**config.mk**
```make
export PLATFORM = sky130hd
export DESIGN_NAME = page_walker
export DESIGN_NICKNAME = d
export VERILOG_FILES = /design/src/rtl/ptw_pkg.sv /design/src/rtl/ptw_index_sel.sv /design/src/rtl/ptw_entry_addr.sv /design/src/rtl/ptw_ctrl.sv /design/src/rtl/page_walker.sv
export SDC_FILE = /design/constraint.sdc
export NUM_CORES = 1
export LEC_CHECK = 0
export CAP_MARGIN = 40
export CORE_AREA = 2 2 120 122
export CTS_CLUSTER_SIZE = 8
export DETAILED_ROUTE_END_ITERATION = 12
export DIE_AREA = 0 0 122 124
export DONT_BUFFER_PORTS = 1
export PLACE_DENSITY = 0.64
export SYNTH_ARGS = -nofsm -noshare
export SYNTH_HDL_FRONTEND = slang
export SYNTH_HIERARCHICAL = 1
export SYNTH_SLANG_ARGS = --single-unit
```
**constraint.sdc**
```tcl
create_clock -name clk -period 2.2 [get_ports clk]
set_input_delay 0.33 -clock clk [delete_from_list [all_inputs] [get_ports clk]]
set_output_delay 0.33 -clock clk [all_outputs]
set_load 0.02 [all_outputs]
```
**src/rtl/ptw_pkg.sv**
```systemverilog
package ptw_pkg;
  typedef enum logic [1:0] {
    W_IDLE  = 2'd0,
    W_ISSUE = 2'd1,
    W_WAIT  = 2'd2
  } walk_state_e;

  localparam int ENTRY_W       = 64;
  localparam int ENTRY_SHIFT   = 3;
  localparam int PRESENT_BIT   = 0;
  localparam int ENTRY_PPN_LSB = 12;
endpackage

```
**src/rtl/ptw_index_sel.sv**
```systemverilog
module ptw_index_sel #(
  parameter int LEVELS = 4,
  parameter int IDX_W  = 9,
  parameter int OFF_W  = 12,
  localparam int VA_W  = LEVELS * IDX_W + OFF_W,
  localparam int LVL_W = (LEVELS > 1) ? $clog2(LEVELS) : 1
) (
  input  logic [VA_W-1:0]  va,
  input  logic [LVL_W-1:0] level,
  output logic [IDX_W-1:0] idx
);
  logic [IDX_W-1:0] slice [LEVELS];

  for (genvar g = 0; g < LEVELS; g++) begin : g_level
    assign slice[g] = va[OFF_W + IDX_W * (LEVELS - 1 - g) +: IDX_W];
  end

  assign idx = slice[level];
endmodule

```
**src/rtl/ptw_entry_addr.sv**
```systemverilog
module ptw_entry_addr
  import ptw_pkg::*;
#(
  parameter int IDX_W  = 9,
  parameter int OFF_W  = 12,
  parameter int PPN_W  = 40,
  localparam int PA_W  = PPN_W + OFF_W
) (
  input  logic [PPN_W-1:0] table_base,
  input  logic [IDX_W-1:0] idx,
  output logic [PA_W-1:0]  entry_addr
);
  function automatic logic [PA_W-1:0] form_entry_addr(
    input logic [PPN_W-1:0] base,
    input logic [IDX_W-1:0] index
  );
    logic [PA_W-1:0] base_byte;
    logic [PA_W-1:0] byte_off;
    base_byte = {base, {OFF_W{1'b0}}};
    byte_off  = PA_W'(index) << ENTRY_SHIFT;
    return base_byte + byte_off;
  endfunction

  assign entry_addr = form_entry_addr(table_base, idx);
endmodule

```
**src/rtl/ptw_ctrl.sv**
```systemverilog
module ptw_ctrl
  import ptw_pkg::*;
#(
  parameter int LEVELS = 4,
  parameter int IDX_W  = 9,
  parameter int OFF_W  = 12,
  parameter int PPN_W  = 40,
  localparam int VA_W  = LEVELS * IDX_W + OFF_W,
  localparam int PA_W  = PPN_W + OFF_W,
  localparam int LVL_W = (LEVELS > 1) ? $clog2(LEVELS) : 1
) (
  input  logic               clk,
  input  logic               rst_n,
  input  logic               req_valid,
  output logic               req_ready,
  input  logic [VA_W-1:0]    req_va,
  input  logic [PPN_W-1:0]   root_ppn,
  output logic               mem_req_valid,
  input  logic               mem_req_ready,
  input  logic [PA_W-1:0]    mem_req_addr,
  input  logic               mem_rsp_valid,
  input  logic [ENTRY_W-1:0] mem_rsp_data,
  output logic [VA_W-1:0]    va_q,
  output logic [LVL_W-1:0]   level_q,
  output logic [PPN_W-1:0]   base_q,
  output logic               done,
  output logic               fault,
  output logic [LVL_W-1:0]   end_level,
  output logic [PPN_W-1:0]   rsp_ppn,
  output logic [PA_W-1:0]    rsp_pa
);
  walk_state_e state_q;

  function automatic logic entry_present(input logic [ENTRY_W-1:0] e);
    return e[PRESENT_BIT];
  endfunction

  function automatic logic [PPN_W-1:0] entry_ppn(input logic [ENTRY_W-1:0] e);
    return e[ENTRY_PPN_LSB +: PPN_W];
  endfunction

  logic walk_start, issue_fire, rsp_take, last_level;
  assign req_ready     = (state_q == W_IDLE);
  assign mem_req_valid = (state_q == W_ISSUE);
  assign walk_start    = req_ready && req_valid;
  assign issue_fire    = mem_req_valid && mem_req_ready;
  assign rsp_take      = (state_q == W_WAIT) && mem_rsp_valid;
  assign last_level    = (level_q == LVL_W'(LEVELS - 1));

  always_ff @(posedge clk) begin
    if (!rst_n) begin
      state_q   <= W_IDLE;
      va_q      <= '0;
      level_q   <= '0;
      base_q    <= '0;
      done      <= 1'b0;
      fault     <= 1'b0;
      end_level <= '0;
      rsp_ppn   <= '0;
      rsp_pa    <= '0;
    end else begin
      done <= 1'b0;
      unique case (state_q)
        W_IDLE: begin
          if (walk_start) begin
            va_q    <= req_va;
            base_q  <= root_ppn;
            level_q <= '0;
            state_q <= W_ISSUE;
          end
        end
        W_ISSUE: begin
          if (issue_fire) state_q <= W_WAIT;
        end
        W_WAIT: begin
          if (rsp_take) begin
            if (!entry_present(mem_rsp_data)) begin
              done      <= 1'b1;
              fault     <= 1'b1;
              end_level <= level_q;
              rsp_ppn   <= '0;
              rsp_pa    <= '0;
              state_q   <= W_IDLE;
            end else if (last_level) begin
              done      <= 1'b1;
              fault     <= 1'b0;
              end_level <= level_q;
              rsp_ppn   <= entry_ppn(mem_rsp_data);
              rsp_pa    <= {entry_ppn(mem_rsp_data), va_q[OFF_W-1:0]};
              state_q   <= W_IDLE;
            end else begin
              base_q  <= entry_ppn(mem_rsp_data);
              level_q <= level_q + 1'b1;
              state_q <= W_ISSUE;
            end
          end
        end
        default: state_q <= W_IDLE;
      endcase
    end
  end

  // Reads in flight, counted from port handshakes alone.
  logic [1:0] inflight_q;
  always_ff @(posedge clk) begin
    if (!rst_n) inflight_q <= '0;
    else inflight_q <= inflight_q + {1'b0, issue_fire} - {1'b0, mem_rsp_valid};
  end

  assert_one_outstanding_R7: assert property (@(posedge clk) disable iff (!rst_n)
    (inflight_q <= 2'd1) && (mem_rsp_valid -> inflight_q == 2'd1));

  assert_addr_held_R7: assert property (@(posedge clk) disable iff (!rst_n)
    (mem_req_valid && !mem_req_ready) |=> (mem_req_valid && $stable(mem_req_addr)));

  assert_busy_not_ready_R8: assert property (@(posedge clk) disable iff (!rst_n)
    (mem_req_valid || inflight_q != 2'd0) |-> !req_ready);

  assert_done_pulse_R10: assert property (@(posedge clk) disable iff (!rst_n)
    done |=> !done);

  assert_done_follows_rsp_R5: assert property (@(posedge clk) disable iff (!rst_n)
    $rose(done) |-> $past(mem_rsp_valid));
endmodule

```
**src/rtl/page_walker.sv**
```systemverilog
module page_walker
  import ptw_pkg::*;
#(
  parameter int LEVELS = 4,
  parameter int IDX_W  = 9,
  parameter int OFF_W  = 12,
  parameter int PPN_W  = 40,
  localparam int VA_W  = LEVELS * IDX_W + OFF_W,
  localparam int PA_W  = PPN_W + OFF_W,
  localparam int LVL_W = (LEVELS > 1) ? $clog2(LEVELS) : 1
) (
  input  logic               clk,
  input  logic               rst_n,
  input  logic               req_valid,
  output logic               req_ready,
  input  logic [VA_W-1:0]    req_va,
  input  logic [PPN_W-1:0]   root_ppn,
  output logic               mem_req_valid,
  input  logic               mem_req_ready,
  output logic [PA_W-1:0]    mem_req_addr,
  input  logic               mem_rsp_valid,
  input  logic [ENTRY_W-1:0] mem_rsp_data,
  output logic               done,
  output logic               fault,
  output logic [LVL_W-1:0]   end_level,
  output logic [PPN_W-1:0]   rsp_ppn,
  output logic [PA_W-1:0]    rsp_pa
);
  logic [VA_W-1:0]  va_q;
  logic [LVL_W-1:0] level_q;
  logic [PPN_W-1:0] base_q;
  logic [IDX_W-1:0] cur_idx;

  ptw_index_sel #(.LEVELS(LEVELS), .IDX_W(IDX_W), .OFF_W(OFF_W)) u_idx (
    .va(va_q), .level(level_q), .idx(cur_idx)
  );

  ptw_entry_addr #(.IDX_W(IDX_W), .OFF_W(OFF_W), .PPN_W(PPN_W)) u_addr (
    .table_base(base_q), .idx(cur_idx), .entry_addr(mem_req_addr)
  );

  ptw_ctrl #(.LEVELS(LEVELS), .IDX_W(IDX_W), .OFF_W(OFF_W), .PPN_W(PPN_W)) u_ctrl (
    .clk(clk), .rst_n(rst_n),
    .req_valid(req_valid), .req_ready(req_ready), .req_va(req_va), .root_ppn(root_ppn),
    .mem_req_valid(mem_req_valid), .mem_req_ready(mem_req_ready), .mem_req_addr(mem_req_addr),
    .mem_rsp_valid(mem_rsp_valid), .mem_rsp_data(mem_rsp_data),
    .va_q(va_q), .level_q(level_q), .base_q(base_q),
    .done(done), .fault(fault), .end_level(end_level),
    .rsp_ppn(rsp_ppn), .rsp_pa(rsp_pa)
  );
endmodule

```
==> Word level (Yosys, flattened, before mapping) <==
Index checks and enable logic that the tools add are counted.
{ "word_totals": {"register_bits": 188, "out_inout_bits": 150, "wordCells": 61} }
{ "classes": {"n_mux": 29, "magnitude_cmp": 1, "n_addsub": 2, "n_reduce_logical": 10, "n_bitwise": 1, "eq_ne": 9} }
{ "op_table": {"columns": ["cell", "n"], "rows": [
  ["two-way mux 40 bit", 6],
  ["two-way mux 52 bit", 2],
  ["case mux 40 bit (2 select lines)", 1],
  ["adder 52 x 12 -> 52 bit", 1],
  ["two-way mux 2 bit", 10],
  ["binary-select mux 9 bit (select 2 bit)", 1],
  ["two-way mux 9 bit", 2],
  ["AND reduction 3 bit", 3],
  ["!= test 2 bit (second input constant)", 4],
  ["case mux 2 bit (3 select lines)", 1],
  ["two-way mux 1 bit", 5],
  ["AND reduction 5 bit", 1],
  ["equality test 2 bit (second input constant)", 2],
  ["!= test 2 x 1 -> 1 bit (second input constant)", 2],
  ["case mux 2 bit (2 select lines)", 1],
  ["greater-or-equal comparator 3 bit (second input constant)", 1],
  ["logical AND 1 bit", 3],
  ["inverter 2 -> 3 bit", 1],
  ["adder 2 x 1 -> 2 bit (second input constant)", 1],
  ["equality test 2 x 1 -> 1 bit (second input constant)", 1],
  ["zero test 2 bit", 1],
  ["AND reduction 2 bit", 1],
  ["nonzero test 2 bit", 1]
]} }

==> Depth between registers and ports, before layout <==
Gate-level depths: netlist of the first run.
{ "logic_depth": {"depth_word": 5, "ltp_mapped": 7} }

==> Hierarchy <==
The synthesis of the first run kept the hierarchy.
{ "modules_own_cells": {"columns": ["mod", "instances", "cells_each", "area_each_um2", "seq_area_each_um2"], "rows": [
  ["ptw_ctrl", 1, 707, 6208.5, 2962.8],
  ["ptw_entry_addr", 1, 53, 394.1, 0.0],
  ["ptw_index_sel", 1, 11, 219.0, 0.0]
]} }

==> Worst setup path before layout of the first run <==
OpenSTA, ideal clock, no wires.
{ "synth_timing": {"path_type": "register -> register", "from": "register u_ctrl.level_q[0]", "to": "register u_ctrl.rsp_ppn[16]", "setup_ps": 132, "period_less_slack_ps": 1604, "setup_slack_ps": 596, "stages_incl_launch_ff": 8, "t_arrival_ps": 1471, "n_path_buf": 2, "t_required_ps": 2068, "path_cell_list": "dfxtp_1 ha_1 and2b_1 or3_1 buf_2 buf_6 nand2_1 a21oi_1"} }
{ "synth_between": {"elab_chain_len": 3} }
{ "synth_lines": {"columns": ["item", "line", "text"], "rows": [
  ["start, declared", "ptw_ctrl.sv:24", "output logic [LVL_W-1:0] level_q,"],
  ["start signal, assigned", "ptw_ctrl.sv:93", "level_q <= level_q + 1'b1;"],
  ["equality test 2 bit", "ptw_ctrl.sv:48", "assign last_level = (level_q == LVL_W'(LEVELS - 1));"],
  ["!= test 2 x 1 -> 1 bit (no line)", null, null],
  ["AND reduction 3 bit (no line)", null, null],
  ["end signal, assigned", "ptw_ctrl.sv:88", "rsp_ppn <= entry_ppn(mem_rsp_data);"],
  ["end, declared", "ptw_ctrl.sv:29", "output logic [PPN_W-1:0] rsp_ppn,"]
]} }
No other way between the ends.
A chain may end at the register's enable or synchronous reset.

==> Worst setup path in the final report of the first run <==
{ "layout_timing": {"from": "register u_ctrl.state_q[1]", "to": "output mem_req_valid"} }
{ "layout_between": {"elab_chain_len": 1} }
{ "layout_lines": {"columns": ["item", "line", "text"], "rows": [
  ["start, declared", "ptw_ctrl.sv:32", "walk_state_e state_q;"],
  ["start signal, assigned", "ptw_ctrl.sv:52", "state_q <= W_IDLE;"],
  ["start signal, assigned", "ptw_ctrl.sv:69", "state_q <= W_ISSUE;"],
  ["start signal, assigned", "ptw_ctrl.sv:73", "if (issue_fire) state_q <= W_WAIT;"],
  ["equality test 2 x 1 -> 1 bit", "ptw_ctrl.sv:44", "assign mem_req_valid = (state_q == W_ISSUE);"],
  ["end, declared", "page_walker.sv:18", "output logic mem_req_valid,"]
]} }
No other way between the ends.

==> reports/metrics.cfg, run 1 <==
[outcome]
status=complete, no violations

[routing]
wire_per_inst_um=18.2
first_iter_violations=252
drc_errors=0
antenna_left=0
viasPerCell=5.57
vias=4705
routed_wl_um=15300
dr.pass1.iters=6

[clock_network]
cts.clk_slew.worst_paths_ns=0.06
post_cts_resized=0
cts_num_sinks=148
clockBufferDepth=2
numCtsBuffers=17
root_buffer=clkbuf_16
hold_buffers=1
post_cts_buffers=0
cts_tree=built
clock_latency_ns=0.41
htreeDepth=4

[critical_path]
worstSetupStartpoint=u_ctrl/state_q[1]$_SDFFE_PN0P_
start_kind=flip-flop
worstPathRequired_ns=1.87
arrival_ns=1.75
worst-path-max-fanout=43
crit_type=flip-flop to primary output
crit_path_end_kind=primary output
r2r_start=u_ctrl/level_q[0]$_SDFFE_PN0P_

[pwr]
seqPwrFrac_pct=46.7
powerDensity_nw_per_um2=959
p_sw_w=0.00163
netSwitchingFraction_pct=25.1
p_clk_share_pct=44.2
peakVddDrop_mv=0.454
p_leak_nw=2.27
p_comb_share_pct=9.1
p_int_w=0.00487

[timing]
slew_violations=0
slew_headroom_pct=51.6
finalSetupTns_ns=0
fin_skew_ns=0.00986
min_period_ns=2.08
hold_viol_final=0
fin_crit_sh_pct=94.7
setup_viol=0
max_slew.worst_pin.slew_ns=0.725
max_freq_ghz=0.480
rsz0062_at_grt=no

[synth]
syn_inst=771
synth_edf_count=0
synthArstFlopShare_pct=0
syn_avg_cell_area_um2=8.85
ys_warn_count=6
yosysSeqAreaShare_pct=43.4
synth_area_um2=6820
synth_ff_type=dfxtp_1
post_synth_num_cell_types=26
ys_ff_latch=148

[floorplan]
ios=307
coreArea_um2=13700
design.die.area_um2=15100
start_util_pct=49.7
die_x_um=122
fp.dieH_um=124
std_cell_rows=43

[global_routing]
grt_max_degree=56
antenna_found_initial=0
overflow=0
grt_pass1_wl_um=23000
grt_util_all_layers_pct=19.7
grt_pass1_vias=4491

[placement]
place_area_um2=6170
gp_congestion=0.759
hpwl_um=10700
numPortBuffers=0

[min_path]
hold_start=req_va[19]
min_path_type=input port to flip-flop

[final_layout]
drive_above_1_share_pct=14.7
layout.nets=811
n_antenna_cell=0
area_delta_synth_final_pct=-0.605
n_fill_cell=1314
final_common_cell=nand2_1
most-common-layout-cells=155 x nand2_1, 147 x dfxtp_1, 108 x a21oi_1, 53 x nand3_1, 48 x nor2_1
stdcell_area_um2=6780

[run]
cap_viol_max_count=0

==> critical path: stages, from the launching register on <==
cell and delay (ns):
dfxtp_2 0.42, buf_4 0.62, nor2_1 0.30
==> final cells by class <==
type                            count  area [um^2]  area share (%)
Clock inverter                      7         96.3            1.42
Inverter                            3         13.8           0.203
Tap cell                          180          225            3.32
Clock buffer                       24          502            7.40
Timing Repair Buffer               14          170            2.51
Sequential cell                   148         2960            43.7
Multi-Input combinational cell    469         2810            41.4
==> synth_stat cells (2+ instances only) <==
library cell  number  share of area (%)
nand2_1          155                8.5
dfxtp_1          148                 43
a21oi_1          108                7.9
buf_4            105                 12
nand3_1           53                3.9
nor2_1            48                2.6
a211oi_2          40                7.3
mux2i_1           40                5.9
clkbuf_1          26                1.4
buf_2             11               0.81
buf_6             10                1.7
mux4_2             9                3.0
inv_1              3               0.17
nand2b_1           2               0.18
nor3_1             2               0.15
==> power by group through the flow <==
stage | logic, W | registers, W | clock network [W]
after global routing | 0.000658 | 0.00305 | 0.00307
after detailed placement | 0.000596 | 0.00310 | 0
after global placement | 0.000570 | 0.00309 | 0
after CTS | 0.000598 | 0.00304 | 0.00294
final | 0.000592 | 0.00304 | 0.00287
after floorplan | 0.000778 | 0.00294 | 0
==> per-stage QoR <==
step / utilization, % / hold WS, ns / setup WS (ns) / instances / power (W)
6_report: 49.4 / 0.0483 / 0.116 / 845 / 0.00650
5_1_grt: 49.4 / 0.0324 / 0.0235 / 845 / 0.00678
4_1_cts: 49.4 / 0.0239 / 0.0526 / 845 / 0.00657
3_5_place_dp: 45.0 / 0.436 / 0.375 / 813 / 0.00369
3_3_place_gp: 45.0 / 0.433 / 0.465 / 813 / 0.00366
2_1_floorplan: - / 0.433 / 0.596 / 773 / 0.00372
==> final timing paths <==
check                              endpoint  slack [ns]  cells after the start
max reg2reg  u_ctrl/base_q[25]$_SDFFE_PN0P_        0.37                      6
min reg2reg    u_ctrl/va_q[20]$_SDFFE_PN0P_        0.45                      2
max                           mem_req_valid        0.12                      2
min            u_ctrl/va_q[19]$_SDFFE_PN0P_        0.05                      2
==> registers in the layout, indices dropped and copies added, names as in the netlist <==
register	cells
u_ctrl/base_q	40
u_ctrl/level_q	2
u_ctrl/rsp_ppn	40
u_ctrl/va_q	48
u_ctrl/end_level	2
u_ctrl/fault	1
u_ctrl/done	1
u_ctrl/state_q	2
u_ctrl/rsp_pa	12
==> routing by layer <==
metal	up-vias	routed length (um)	global-route usage (%)
li1	2280	-	-
met1	2234	5840	21.0
met2	171	7890	35.0
met3	20	1390	7.65
met4	0	211	7.97
met5	-	0	0
==> cells by family after synthesis <==
kind of cell | after synthesis | synth area share [%]
AO/OA/AOI/OAI | 152 | 15.8
adder cells (fa/ha/maj) | 1 | 0.183
buffers and inverters | 156 | 15.7
flip-flops | 148 | 43.4
multiplexers | 49 | 8.84
other | 1 | 0.0550
AND/OR/NAND/NOR | 264 | 16.0
Note: power is estimated with default switching activity, not from simulation.
==> run 2: changes to the inputs <==
--- a/config.mk
+++ b/config.mk
@@ -5,14 +5,13 @@
 export SDC_FILE = /design/constraint.sdc
 export NUM_CORES = 1
 export LEC_CHECK = 0
-export CAP_MARGIN = 40
+export CAP_MARGIN = 10
 export CORE_AREA = 2 2 120 122
 export CTS_CLUSTER_SIZE = 8
 export DETAILED_ROUTE_END_ITERATION = 12
 export DIE_AREA = 0 0 122 124
 export DONT_BUFFER_PORTS = 1
-export PLACE_DENSITY = 0.64
+export PLACE_DENSITY = 0.61
 export SYNTH_ARGS = -nofsm -noshare
 export SYNTH_HDL_FRONTEND = slang
-export SYNTH_HIERARCHICAL = 1
 export SYNTH_SLANG_ARGS = --single-unit
==> run 2 against run 1 <==
Net effect: sequential power about the same; maximum frequency up 7.3%; critical path depth unchanged; routed wire length up 2.9%; combinational power down 3.7%; clock power about the same.
==> reports/metrics.cfg, run 2 <==
[final_layout]
n_antenna_cell=0  ; unchanged
final_common_cell=nand2_1
top_regs=u_ctrl.rsp_pa x52, u_ctrl.va_q x48, u_ctrl.base_q x40
final_cells=846  ; +0.12%
largest_reg_flops=52  ; +8.3%
top_register=u_ctrl.rsp_pa
layout.nets=811  ; unchanged
multiInputGateArea_um2=2770  ; -1.2%
n_fill_cell=1312  ; -0.15%
area_delta_synth_final_pct=5.59
drive_above_1_share_pct=13.5  ; -1.2 points
most-common-layout-cells=155 x nand2_1, 147 x dfxtp_1, 108 x a21oi_1, 53 x nand3_1, 48 x nor2_1
stdcell_area_um2=6730  ; -0.70%
layout.area.seq_um2=2960  ; unchanged

[clock_network]
post_cts_buffers=0  ; unchanged
htreeDepth=4  ; unchanged
cts.clk_slew.worst_paths_ns=0.05  ; about the same
cts_num_sinks=148  ; unchanged
post_cts_resized=0  ; unchanged
numCtsBuffers=17  ; unchanged
hold_buffers=0  ; -1
clock_latency_ns=0.41  ; about the same
cts_tree=built
clockBufferDepth=2  ; unchanged
root_buffer=clkbuf_16

[routing]
vias=4715  ; +0.21%
antenna_left=0  ; unchanged
drc_errors=0  ; unchanged
first_iter_violations=203  ; -19%
viasPerCell=5.57  ; about the same
routed_wl_um=15800  ; +2.9%
wire_per_inst_um=18.6  ; +2.7%
dr.pass1.iters=6  ; unchanged

[pwr]
p_leak_nw=2.27  ; -0.14%
peakVddDrop_mv=0.599  ; +32%
powerDensity_nw_per_um2=963  ; +0.41%
power_w=0.00648  ; -0.29%

[timing]
setup_viol=0  ; unchanged
hold_viol_final=0  ; unchanged
min_period_ns=1.94  ; -0.142 ns
max_slew.worst_pin.slew_ns=0.584  ; -0.141 ns
fin_skew_ns=0.00971  ; -0.000153 ns
max_freq_ghz=0.515  ; +7.3%
finalSetupTns_ns=0  ; unchanged
holdWs_ns=0.0460  ; -0.00221 ns
slew_violations=0  ; unchanged
slew_headroom_pct=61.0  ; +9.4 points
fin_crit_sh_pct=88.3  ; -6.4 points
rsz0062_at_grt=no

[synth]
yosysTopAreaCell=dfxtp_1
synth_edf_count=0  ; unchanged
synth_area_um2=6380  ; -6.5%
ys_ff_latch=148  ; unchanged
synth_top_area_share_pct=46.5  ; +3.0 points
synthArstFlopShare_pct=0  ; unchanged
post_synth_num_cell_types=26  ; unchanged
ys_warn_count=0  ; -6
synth_area_leaders=dfxtp_1 46%, nand2_1 9.1%, a21oi_1 8.5%, mux2i_1 6.3%, buf_4 6.1%
synth_xor_area_share_pct=0  ; unchanged
yosysSeqAreaShare_pct=46.5  ; +3.0 points
synth-simple-area-share_pct=17.3  ; +1.4 points
syn_avg_cell_area_um2=8.83  ; -0.19%
synth_compound_area_share_pct=16.2  ; +0.32 points
syn_inst=722  ; -6.4%
synthAdderAreaFrac_pct=0.196  ; +0.013 points
synthMuxAreaShare_pct=9.46  ; +0.62 points
synth_ff_type=dfxtp_1
synth_commonest_cells=155 x nand2_1, 148 x dfxtp_1, 108 x a21oi_1, 53 x nand3_1, 52 x buf_4
yosysMostFrequentCell=nand2_1
synth_top_family_by_area=simple AND/OR/NAND/NOR gates

[critical_path]
critPathBufInv=1  ; unchanged
max_stage_delay_ns=0.63  ; about the same
worst-path-max-fanout=13  ; -70%
crit_path_cell_trace=buf_4, mux4_2
crit_type=flip-flop to primary output
worstPathRequired_ns=1.87  ; about the same
path_delay_family=multiplexers
slowest_stage=mux4_2
start_kind=flip-flop
arrival_ns=1.61  ; -0.14 ns
crit_path_end_kind=primary output

[global_routing]
grt_max_degree=82  ; +46%
overflow=0  ; unchanged
grt_pass1_vias=4518  ; +0.60%
grt_util_all_layers_pct=20.1  ; +0.36 points
antenna_found_initial=0  ; unchanged
grt_pass1_wl_um=23500  ; +2.1%

[floorplan]
coreArea_um2=13700  ; unchanged
design.die.area_um2=15100  ; unchanged
ios=307  ; unchanged
start_util_pct=46.5  ; -3.2 points
std_cell_rows=43  ; unchanged
fp.dieH_um=124  ; unchanged
die_x_um=122  ; unchanged

[placement]
hpwl_um=10800  ; +1.3%
place_area_um2=6130  ; -0.65%
gp_congestion=0.803  ; +5.8%
numPortBuffers=0  ; unchanged
place_inst=814  ; +0.12%

[run]
cap_viol_max_count=0  ; unchanged

[outcome]
status=complete, no violations

[min_path]
min_path_type=input port to flip-flop

-- run 2: worst paths after layout --
check,startpoint,end,slack [ns],cells after the start
setup / recovery,u_ctrl.level_q[0]$_SDFFE_PN0P_,mem_req_addr[7],0.26,2
hold / removal,mem_rsp_data[0],u_ctrl.fault$_SDFFE_PN0P_,0.05,1
setup reg to reg,u_ctrl.level_q[0]$_SDFFE_PN0P_,u_ctrl.base_q[35]$_SDFFE_PN0P_,0.44,6
hold reg to reg,u_ctrl.va_q[38]$_SDFFE_PN0P_,u_ctrl.va_q[38]$_SDFFE_PN0P_,0.45,2
-- run 2: final cells by class --
cell class / instances / share of cell area, %
Clock buffer: 25 / 7.51
Tap cell: 180 / 3.35
Multi-Input combinational cell: 469 / 41.2
Timing Repair Buffer: 14 / 2.30
Clock inverter: 7 / 1.41
Inverter: 3 / 0.204
Sequential cell: 148 / 44.0
-- run 2: kinds of logic after synthesis --
kind of cell | after synthesis
compound gates | 152
fa+ha+maj | 1
buf+inv | 107
flops | 148
mux | 49
other cells | 1
simple gates | 264
-- run 2: power breakdown --
group	switching, W	internal (W)	total (W)	leakage [nW]
clock	0.00106	0.00182	0.00288	0.293
sequential	0.000206	0.00283	0.00303	1.21
combinational	0.000357	0.000213	0.000570	0.767
total	0.00162	0.00486	0.00648	2.27
-- run 2: routing by layer --
layer  up-vias  share of wire (%)  global-route usage, %
met5         -                  0                      0
met1      2216                 39                   22.4
met4         0                1.0                   6.82
met2       213                 50                   34.3
li1       2272                  -                      -
met3        14                 11                   8.65
-- run 2: metrics by stage --
step	utilization, %	worst slack [ns]
6_report	49.1	0.258
5_1_grt	49.1	0.149
4_1_cts	49.1	0.215
3_5_place_dp	44.7	0.445
3_3_place_gp	44.7	0.524
2_1_floorplan	-	0.579
